<file path="src/rtl/irq_pkg.sv">
package irq_pkg;
  localparam int ST_W   = 8;
  localparam int ADDR_W = 2;
  localparam logic [ADDR_W-1:0] A_STATUS = 2'd0;
  localparam logic [ADDR_W-1:0] A_MASK   = 2'd1;
  localparam logic [ADDR_W-1:0] A_COLL   = 2'd2;
  localparam logic [ADDR_W-1:0] A_REPORT = 2'd3;
  // status bit positions
  localparam int B_TXINT   = 0;
  localparam int B_RXINT   = 1;
  localparam int B_MISSOVF = 2;
  localparam int B_RUNTOVF = 3;
  localparam int B_COLLOVF = 4;
  localparam int B_CERR    = 5;
  localparam int B_BABBLE  = 6;
  localparam int B_JABBER  = 7;
endpackage

</file>
<file path="src/rtl/irq_status_bits.sv">
module irq_status_bits #(
  parameter int N = 8
) (
  input  logic         clk,
  input  logic         clr_all,
  input  logic [N-1:0] set_vec,
  input  logic         rd_clr,
  output logic [N-1:0] stat_q
);
  // each bit: event wins over a simultaneous read-clear
  for (genvar i = 0; i < N; i++) begin : g_bit
    always_ff @(posedge clk) begin
      if (clr_all)        stat_q[i] <= 1'b0;
      else if (set_vec[i]) stat_q[i] <= 1'b1;
      else if (rd_clr)     stat_q[i] <= 1'b0;
    end
  end
endmodule

</file>
<file path="src/rtl/coll_counter.sv">
module coll_counter #(
  parameter int W = 8
) (
  input  logic         clk,
  input  logic         clr_all,
  input  logic         inc,
  output logic [W-1:0] cnt_q,
  output logic [W-1:0] sat_q,
  output logic         wrap
);
  localparam logic [W-1:0] MAXV = {W{1'b1}};

  assign wrap = inc && (cnt_q == MAXV);

  always_ff @(posedge clk) begin
    if (clr_all) begin
      cnt_q <= '0;
      sat_q <= '0;
    end else if (inc) begin
      cnt_q <= cnt_q + 1'b1;
      if (sat_q != MAXV) sat_q <= sat_q + 1'b1;
    end
  end
endmodule

</file>
<file path="src/rtl/irq_readmux.sv">
module irq_readmux
  import irq_pkg::*;
#(
  parameter int W = 8
) (
  input  logic              clk,
  input  logic              clr_all,
  input  logic              rd_en,
  input  logic [ADDR_W-1:0] addr,
  input  logic [ST_W-1:0]   stat,
  input  logic [ST_W-1:0]   mask,
  input  logic [W-1:0]      cnt,
  input  logic [W-1:0]      sat,
  output logic [ST_W-1:0]   rd_data_q
);
  logic [ST_W-1:0] sel;

  always_comb begin
    unique case (addr)
      A_STATUS: sel = stat;
      A_MASK:   sel = mask;
      A_COLL:   sel = ST_W'(cnt);
      default:  sel = ST_W'(sat);
    endcase
  end

  always_ff @(posedge clk) begin
    if (clr_all)    rd_data_q <= '0;
    else if (rd_en) rd_data_q <= sel;
  end
endmodule

</file>
<file path="src/rtl/irq_status_ctrl.sv">
module irq_status_ctrl
  import irq_pkg::*;
#(
  parameter int CNT_W = 8
) (
  input  logic              clk,
  input  logic              rst,
  input  logic              sw_rst,
  input  logic [ST_W-1:0]   evt_in,
  input  logic              coll_frame,
  input  logic [ADDR_W-1:0] addr,
  input  logic              rd_en,
  input  logic              wr_en,
  input  logic [ST_W-1:0]   wr_data,
  output logic [ST_W-1:0]   rd_data,
  output logic              irq
);
  logic              clr_all;
  logic              coll_wrap;
  logic              stat_rd;
  logic [ST_W-1:0]   evt_all;
  logic [ST_W-1:0]   stat_q;
  logic [ST_W-1:0]   mask_q;
  logic [CNT_W-1:0]  cnt_q;
  logic [CNT_W-1:0]  sat_q;

  assign clr_all = rst | sw_rst;
  assign stat_rd = rd_en && (addr == A_STATUS);

  always_comb begin
    evt_all           = evt_in;
    evt_all[B_COLLOVF] = coll_wrap;
  end

  always_ff @(posedge clk) begin
    if (clr_all)                        mask_q <= '1;
    else if (wr_en && addr == A_MASK)   mask_q <= wr_data;
  end

  irq_status_bits #(.N(ST_W)) i_bits (
    .clk(clk), .clr_all(clr_all), .set_vec(evt_all),
    .rd_clr(stat_rd), .stat_q(stat_q)
  );

  coll_counter #(.W(CNT_W)) i_coll (
    .clk(clk), .clr_all(clr_all), .inc(coll_frame),
    .cnt_q(cnt_q), .sat_q(sat_q), .wrap(coll_wrap)
  );

  irq_readmux #(.W(CNT_W)) i_mux (
    .clk(clk), .clr_all(clr_all), .rd_en(rd_en), .addr(addr),
    .stat(stat_q), .mask(mask_q), .cnt(cnt_q), .sat(sat_q),
    .rd_data_q(rd_data)
  );

  assign irq = |(stat_q & ~mask_q);
endmodule

</file>
<file path="config.mk">
export PLATFORM = sky130hd
export DESIGN_NAME = irq_status_ctrl
export DESIGN_NICKNAME = d
export VERILOG_FILES = /design/src/rtl/irq_pkg.sv /design/src/rtl/irq_status_bits.sv /design/src/rtl/coll_counter.sv /design/src/rtl/irq_readmux.sv /design/src/rtl/irq_status_ctrl.sv
export SDC_FILE = /design/constraint.sdc
export NUM_CORES = 1
export LEC_CHECK = 0
export BUFFER_PORTS_ARGS = -buffer_cell sky130_fd_sc_hd__buf_4
export CAP_MARGIN = 15
export CORE_ASPECT_RATIO = 0.9
export CORE_UTILIZATION = 45
export DETAILED_ROUTE_END_ITERATION = 8
export GPL_TIMING_DRIVEN = 0
export PLACE_DENSITY = 0.66
export SLEW_MARGIN = 20
export SYNTH_ARGS = -nofsm -noshare
export SYNTH_HDL_FRONTEND = slang
export SYNTH_SLANG_ARGS = --single-unit
</file>
<file path="constraint.sdc">
create_clock -name clk -period 1.9 [get_ports clk]
set_clock_uncertainty 0.05 [all_clocks]
set_input_delay 0.095 -clock clk [delete_from_list [all_inputs] [get_ports clk]]
set_output_delay 0.095 -clock clk [all_outputs]
set_load 0.05 [all_outputs]
</file>
-- Word level (Yosys, flattened, before mapping)
Cells that the tools add are included.
- bits in latches: 0
- register bits: 40
- word-level logic and storage cells: 45
- memory bits (read-only): 0
- memory bits (writable): 0
- bits of input ports: 24
- memories kept: 0
- bitwise logic cells: 3
- add/subtract/negate cells: 2
- div/mod/pow operators: 0
- $mul: 0
- $lt $le $gt $ge: 0
- equal/unequal tests: 4
- shift-type cells: 0
- reductions and logical operators: 14
- mux-type cells: 10
- operators with widths (cell ; count):
    case mux 8 bit (3 select lines) ; 1
    adder 8 x 1 -> 8 bit, second input constant ; 2
    nonzero test 2 bit ; 8
    two-way mux 1 bit ; 9
    bitwise AND 8 bit ; 1
    == test 8 bit, second input constant ; 1
    != test 8 bit, second input constant ; 1
    NOT 8 bit ; 1
    OR reduction 8 bit ; 1
    logical AND 1 bit ; 3
    == test 2 x 1 -> 1 bit, second input constant ; 1
    == test 2 bit, second input constant ; 1
    logical NOT 2 bit ; 1
    AND reduction 2 bit ; 1
    OR 1 bit ; 1

-- Longest topological paths before layout
- depth in word-level cells: 4
- depth in mapped cells: 5
- gate-level depth less buffers: 4

-- Hierarchy
Synthesis repeated with hierarchy kept, for this count alone.
- cells, all modules: 216
- area total of the unflattened synthesis: 1955.6 um2
- modules (own cells, without submodules) (module ; cells an instance ; area each (um2) ; seq. area each (um2) ; instances):
    coll_counter ; 86 ; 778.2 ; 320.3 ; 1
    irq_readmux ; 46 ; 514.2 ; 160.2 ; 1
    irq_status_ctrl ; 51 ; 359.1 ; 160.2 ; 1
    irq_status_bits ; 33 ; 304.0 ; 160.2 ; 1

-- Worst setup path before layout
OpenSTA, ideal clock, no wires.
- path type: register to register
- start: register i_coll.sat_q[0]
- end: register i_coll.sat_q[6]
- buffers on the path: 0
- data required time: 1734 ps
- setup slack: 474 ps
- cell stages (with the launch flop): 5
- setup time: 116 ps
- data arrival time: 1260 ps
- clock period less this slack: 1426 ps
- cells stage by stage: dfxtp_1 ha_1 nand3_1 or4b_1 o211a_1
- cells in the longest elaborated chain, start to end: 2
- ends and longest elaborated chain (item ; line ; source):
    from (decl) ; coll_counter.sv:8 ; output logic [W-1:0] sat_q,
    from (signal assigned) ; coll_counter.sv:21 ; if (sat_q != MAXV) sat_q <= sat_q + 1'b1;
    parallel branches: the longest is 2 deep, another holds adder 8 x 1 -> 8 bit ; n/a ;
Parallel ways; which one is timed is not known.
A chain may end at the register's enable or synchronous reset.

-- Worst setup path after layout
- start: register mask_q[1]
- end: output irq
- cells in the longest elaborated chain, start to end: 3
- ends and longest elaborated chain (item ; line ; source):
    from (decl) ; irq_status_ctrl.sv:23 ; logic [ST_W-1:0] mask_q;
    from (signal assigned) ; irq_status_ctrl.sv:37 ; else if (wr_en && addr == A_MASK) mask_q <= wr_data;
    NOT 8 bit ; irq_status_ctrl.sv:56 ; assign irq = |(stat_q & ~mask_q);
    bitwise AND 8 bit ; irq_status_ctrl.sv:56 ;
    OR reduction 8 bit ; irq_status_ctrl.sv:56 ;
    to (decl) ; irq_status_ctrl.sv:16 ; output logic irq
Every way passes these cells.

==> impl_metrics.ini <==
[yosys]
synthesis.area_sq_mm = 0.00187
yosys.cell_types.count = 37
synth_top_cell_area_share = 0.429
synthTopCellsByArea = dfxtp_1, mux4_2, mux2i_1
yosysTopAreaCell = dfxtp_1
ys_seq_area_frac = 0.429
ys_ff_latch = 40
synth_nets = 225
ys.warnings.count = 0
syn-mean-instance-area_sq_um = 9.37
synthCells = 199

[timing]
tns_ns = 0
fin_crit_ns = 1.70
timing.fmax_mhz = 589
slew_headroom = 0.674
report.final.slew_viol_count = 0
setup_slack_ns = 0.201
min_period_over_period = 0.894
timing.final.hold_violations = 0
rsz0062_at_grt = false
setup_viol = 0
worstMarginPinSlew_ns = 0.488
whs_ns = 0.0369

[power]
p_clk_frac = 0.327
p_per_area_mw_per_mm2 = 673
p_total_mw = 1.60
sequentialPowerShare = 0.545
power.leakage_nw = 1.01
combPwrFrac = 0.128
p_int_mw = 1.22
p_sw_mw = 0.382
p_sw_frac = 0.239
peakVddDrop_v = 0.000296

[routing]
wl_um = 4290
drt_iter0_markers = 73
drc = 0
wire_per_inst_um = 14.4
viasPerCell = 5.32
ant_nets = 0
num_vias = 1581
dr.pass1.iters = 4

[place]
place_area_sq_mm = 0.00215
dpl_worst_slack_ns = 0.345
dp.final_hpwl_um = 3060
port_buffers = 30
gp_congestion = 0.790

[setup_path]
r2r_end = i_coll.sat_q[6]
r2r-start = i_coll.sat_q[0]
crit_type = reg -> out
critPathLaunchType = flip-flop
critPathMaxFanout = 3
end_kind = output pin
critical_path_arrival_ns = 1.55
rrSetupSlack_ns = 0.32
r2r_cells = 4
cp.required_ns = 1.75

[grt]
grt.total_usage = 0.213
grt_pass1_vias = 1570
antenna_found_initial = 0
grt_pass1_wl_um = 7330
grt_start_max_net_pins = 12
grt_overflow_total = 0

[clock_network]
clk_latency_ns = 0.29
cts_buffer_depth = 2
cts-root-buf = clkbuf_8
cts_setup_buffers = 0
cts.htree.levels = 2
numCtsBuffers = 5
cts.repair.resized = 0
tritoncts = built
cts.sinks = 40
path_clk_slew_ns = 0.07

[hold_path]
hold_end = i_coll.sat_q[0]
whs_path_depth = 3
hold_path.startpoint = rst
hp-class = in -> reg

[run]
drv_cap = 0

[floorplan]
die_area_sq_mm = 0.00441
die_width_um = 69.9
fp.dieH_um = 63.1
rows = 21
core_area_sq_mm = 0.00384
ios = 33
start_util = 0.486

[cells_and_area]
final_nets = 277
seq_area_sq_um = 801
fin_area_sq_mm = 0.00238
area_delta_synth_final_pct = 27.4
nFillCells = 332
final_layout_size_suffix_gt1_frac = 0.227
n_antenna_cell = 0
multi_input_area_sq_um = 951

[status]
outcome = complete, no violations
power by group through the flow:
stage	logic, mW	registers, mW	clock network (mW)
after floorplan	0.103	0.900	0
after global placement	0.178	0.891	0
after detailed placement	0.180	0.891	0
after CTS	0.204	0.872	0.536
after global routing	0.226	0.874	0.571
final	0.205	0.872	0.522
critical path, cell delays in order (launching register included):
cell and delay, ns:
dfxtp_1 0.41, o22ai_1 0.11, or4_1 0.53, buf_4 0.21
logic make-up (layout without fill, tap and decap cells):
group	count (synthesis)	in the layout	share of synthesized area
xor gates and xnor gates	4	4	0.0188
DFF	40	40	0.429
and+or+nand+nor	84	84	0.223
muxes	20	20	0.161
AOI/OAI and AO/OA	29	29	0.0939
buffers and inverters	20	72	0.0610
adders and majority gates	2	2	0.0134
cells in the final DEF (no fill, tap or decap), types with 2 or more instances in the layout:
| cell type | instances |
|---|---|
| buf_2 | 4 |
| o21ai_0 | 4 |
| nand2_1 | 27 |
| clkbuf_1 | 3 |
| a21oi_1 | 15 |
| mux2i_1 | 12 |
| mux4_2 | 8 |
| or3_1 | 7 |
| o211a_1 | 2 |
| buf_6 | 4 |
| dfxtp_1 | 40 |
| o22ai_1 | 4 |
| nor2_1 | 22 |
| inv_1 | 9 |
| xor2_1 | 3 |
| ha_1 | 2 |
| dlygate4sd3_1 | 15 |
| clkbuf_8 | 5 |
| nand4_1 | 4 |
| buf_4 | 31 |
| nand3_1 | 11 |
layer usage:
metal / global-route usage / up-vias / routed length [um] / share of wire
met1: 0.283 / 728 / 2050 / 0.48
met4: 0.0675 / 0 / 78 / 0.018
met2: 0.333 / 38 / 1920 / 0.45
met5: 0 / - / 0 / 0
met3: 0.0624 / 10 / 244 / 0.057
li1: - / 805 / - / -
how the worst max path moves through the flow:
stage                                from              end  slack, ns  depth (start not counted)
after floorplan           i_coll.sat_q[0]  i_coll.sat_q[6]       0.47                          4
after global placement    i_coll.sat_q[0]  i_coll.sat_q[6]       0.34                          4
after detailed placement  i_coll.sat_q[0]  i_coll.sat_q[6]       0.34                          4
after CTS                       mask_q[1]              irq       0.20                          3
after global routing            mask_q[1]              irq       0.16                          3
final                           mask_q[1]              irq       0.20                          3
cell type report:
class / count / share of cell area
plain buffers: 11 / 0.0337
well taps: 46 / 0.0242
inverters: 9 / 0.0142
clock inverters: 1 / 0.00211
multi-input cells: 139 / 0.400
flip-flops and latches: 40 / 0.337
repair buffers: 45 / 0.158
clock buffers: 6 / 0.0305
through the flow:
step,cells,util
global placement,275,0.560
finish,297,0.619
global route,297,0.619
detailed placement,275,0.560
floorplan,199,-
CTS,297,0.619
cell usage after synthesis (all sizes together):
library cell / n
nand2: 27
nor3: 1
xor2: 3
a211oi: 1
a2111o: 1
xnor2: 1
dfxtp: 40
o21ai: 5
clkbuf: 2
nand4b: 1
nand3b: 1
or2: 1
buf: 9
and3: 1
inv: 9
a21boi: 1
o22ai: 4
and3b: 1
nand4: 5
nor2b: 1
mux2i: 12
or3b: 1
nor2: 22
mux4: 8
or3: 7
ha: 2
nand3: 12
or4b: 1
or4: 1
a21oi: 15
o211a: 2
and4: 1
what timing repair did:
| item | 4_1_cts | 5_1_grt |
|---|---|---|
| hold buffers | 15 | 0 |
| hold endpoints to repair | 15 | 0 |
| setup endpoints to repair | 0 | 0 |
state kept, by name (all words and copies together), names as in the netlist:
| register | flops |
|---|---|
| i_bits.stat_q | 8 |
| i_coll.cnt_q | 8 |
| i_coll.sat_q | 8 |
| mask_q | 8 |
| i_mux.rd_data_q | 8 |
No activity file was read; power rests on OpenSTA's default activity.
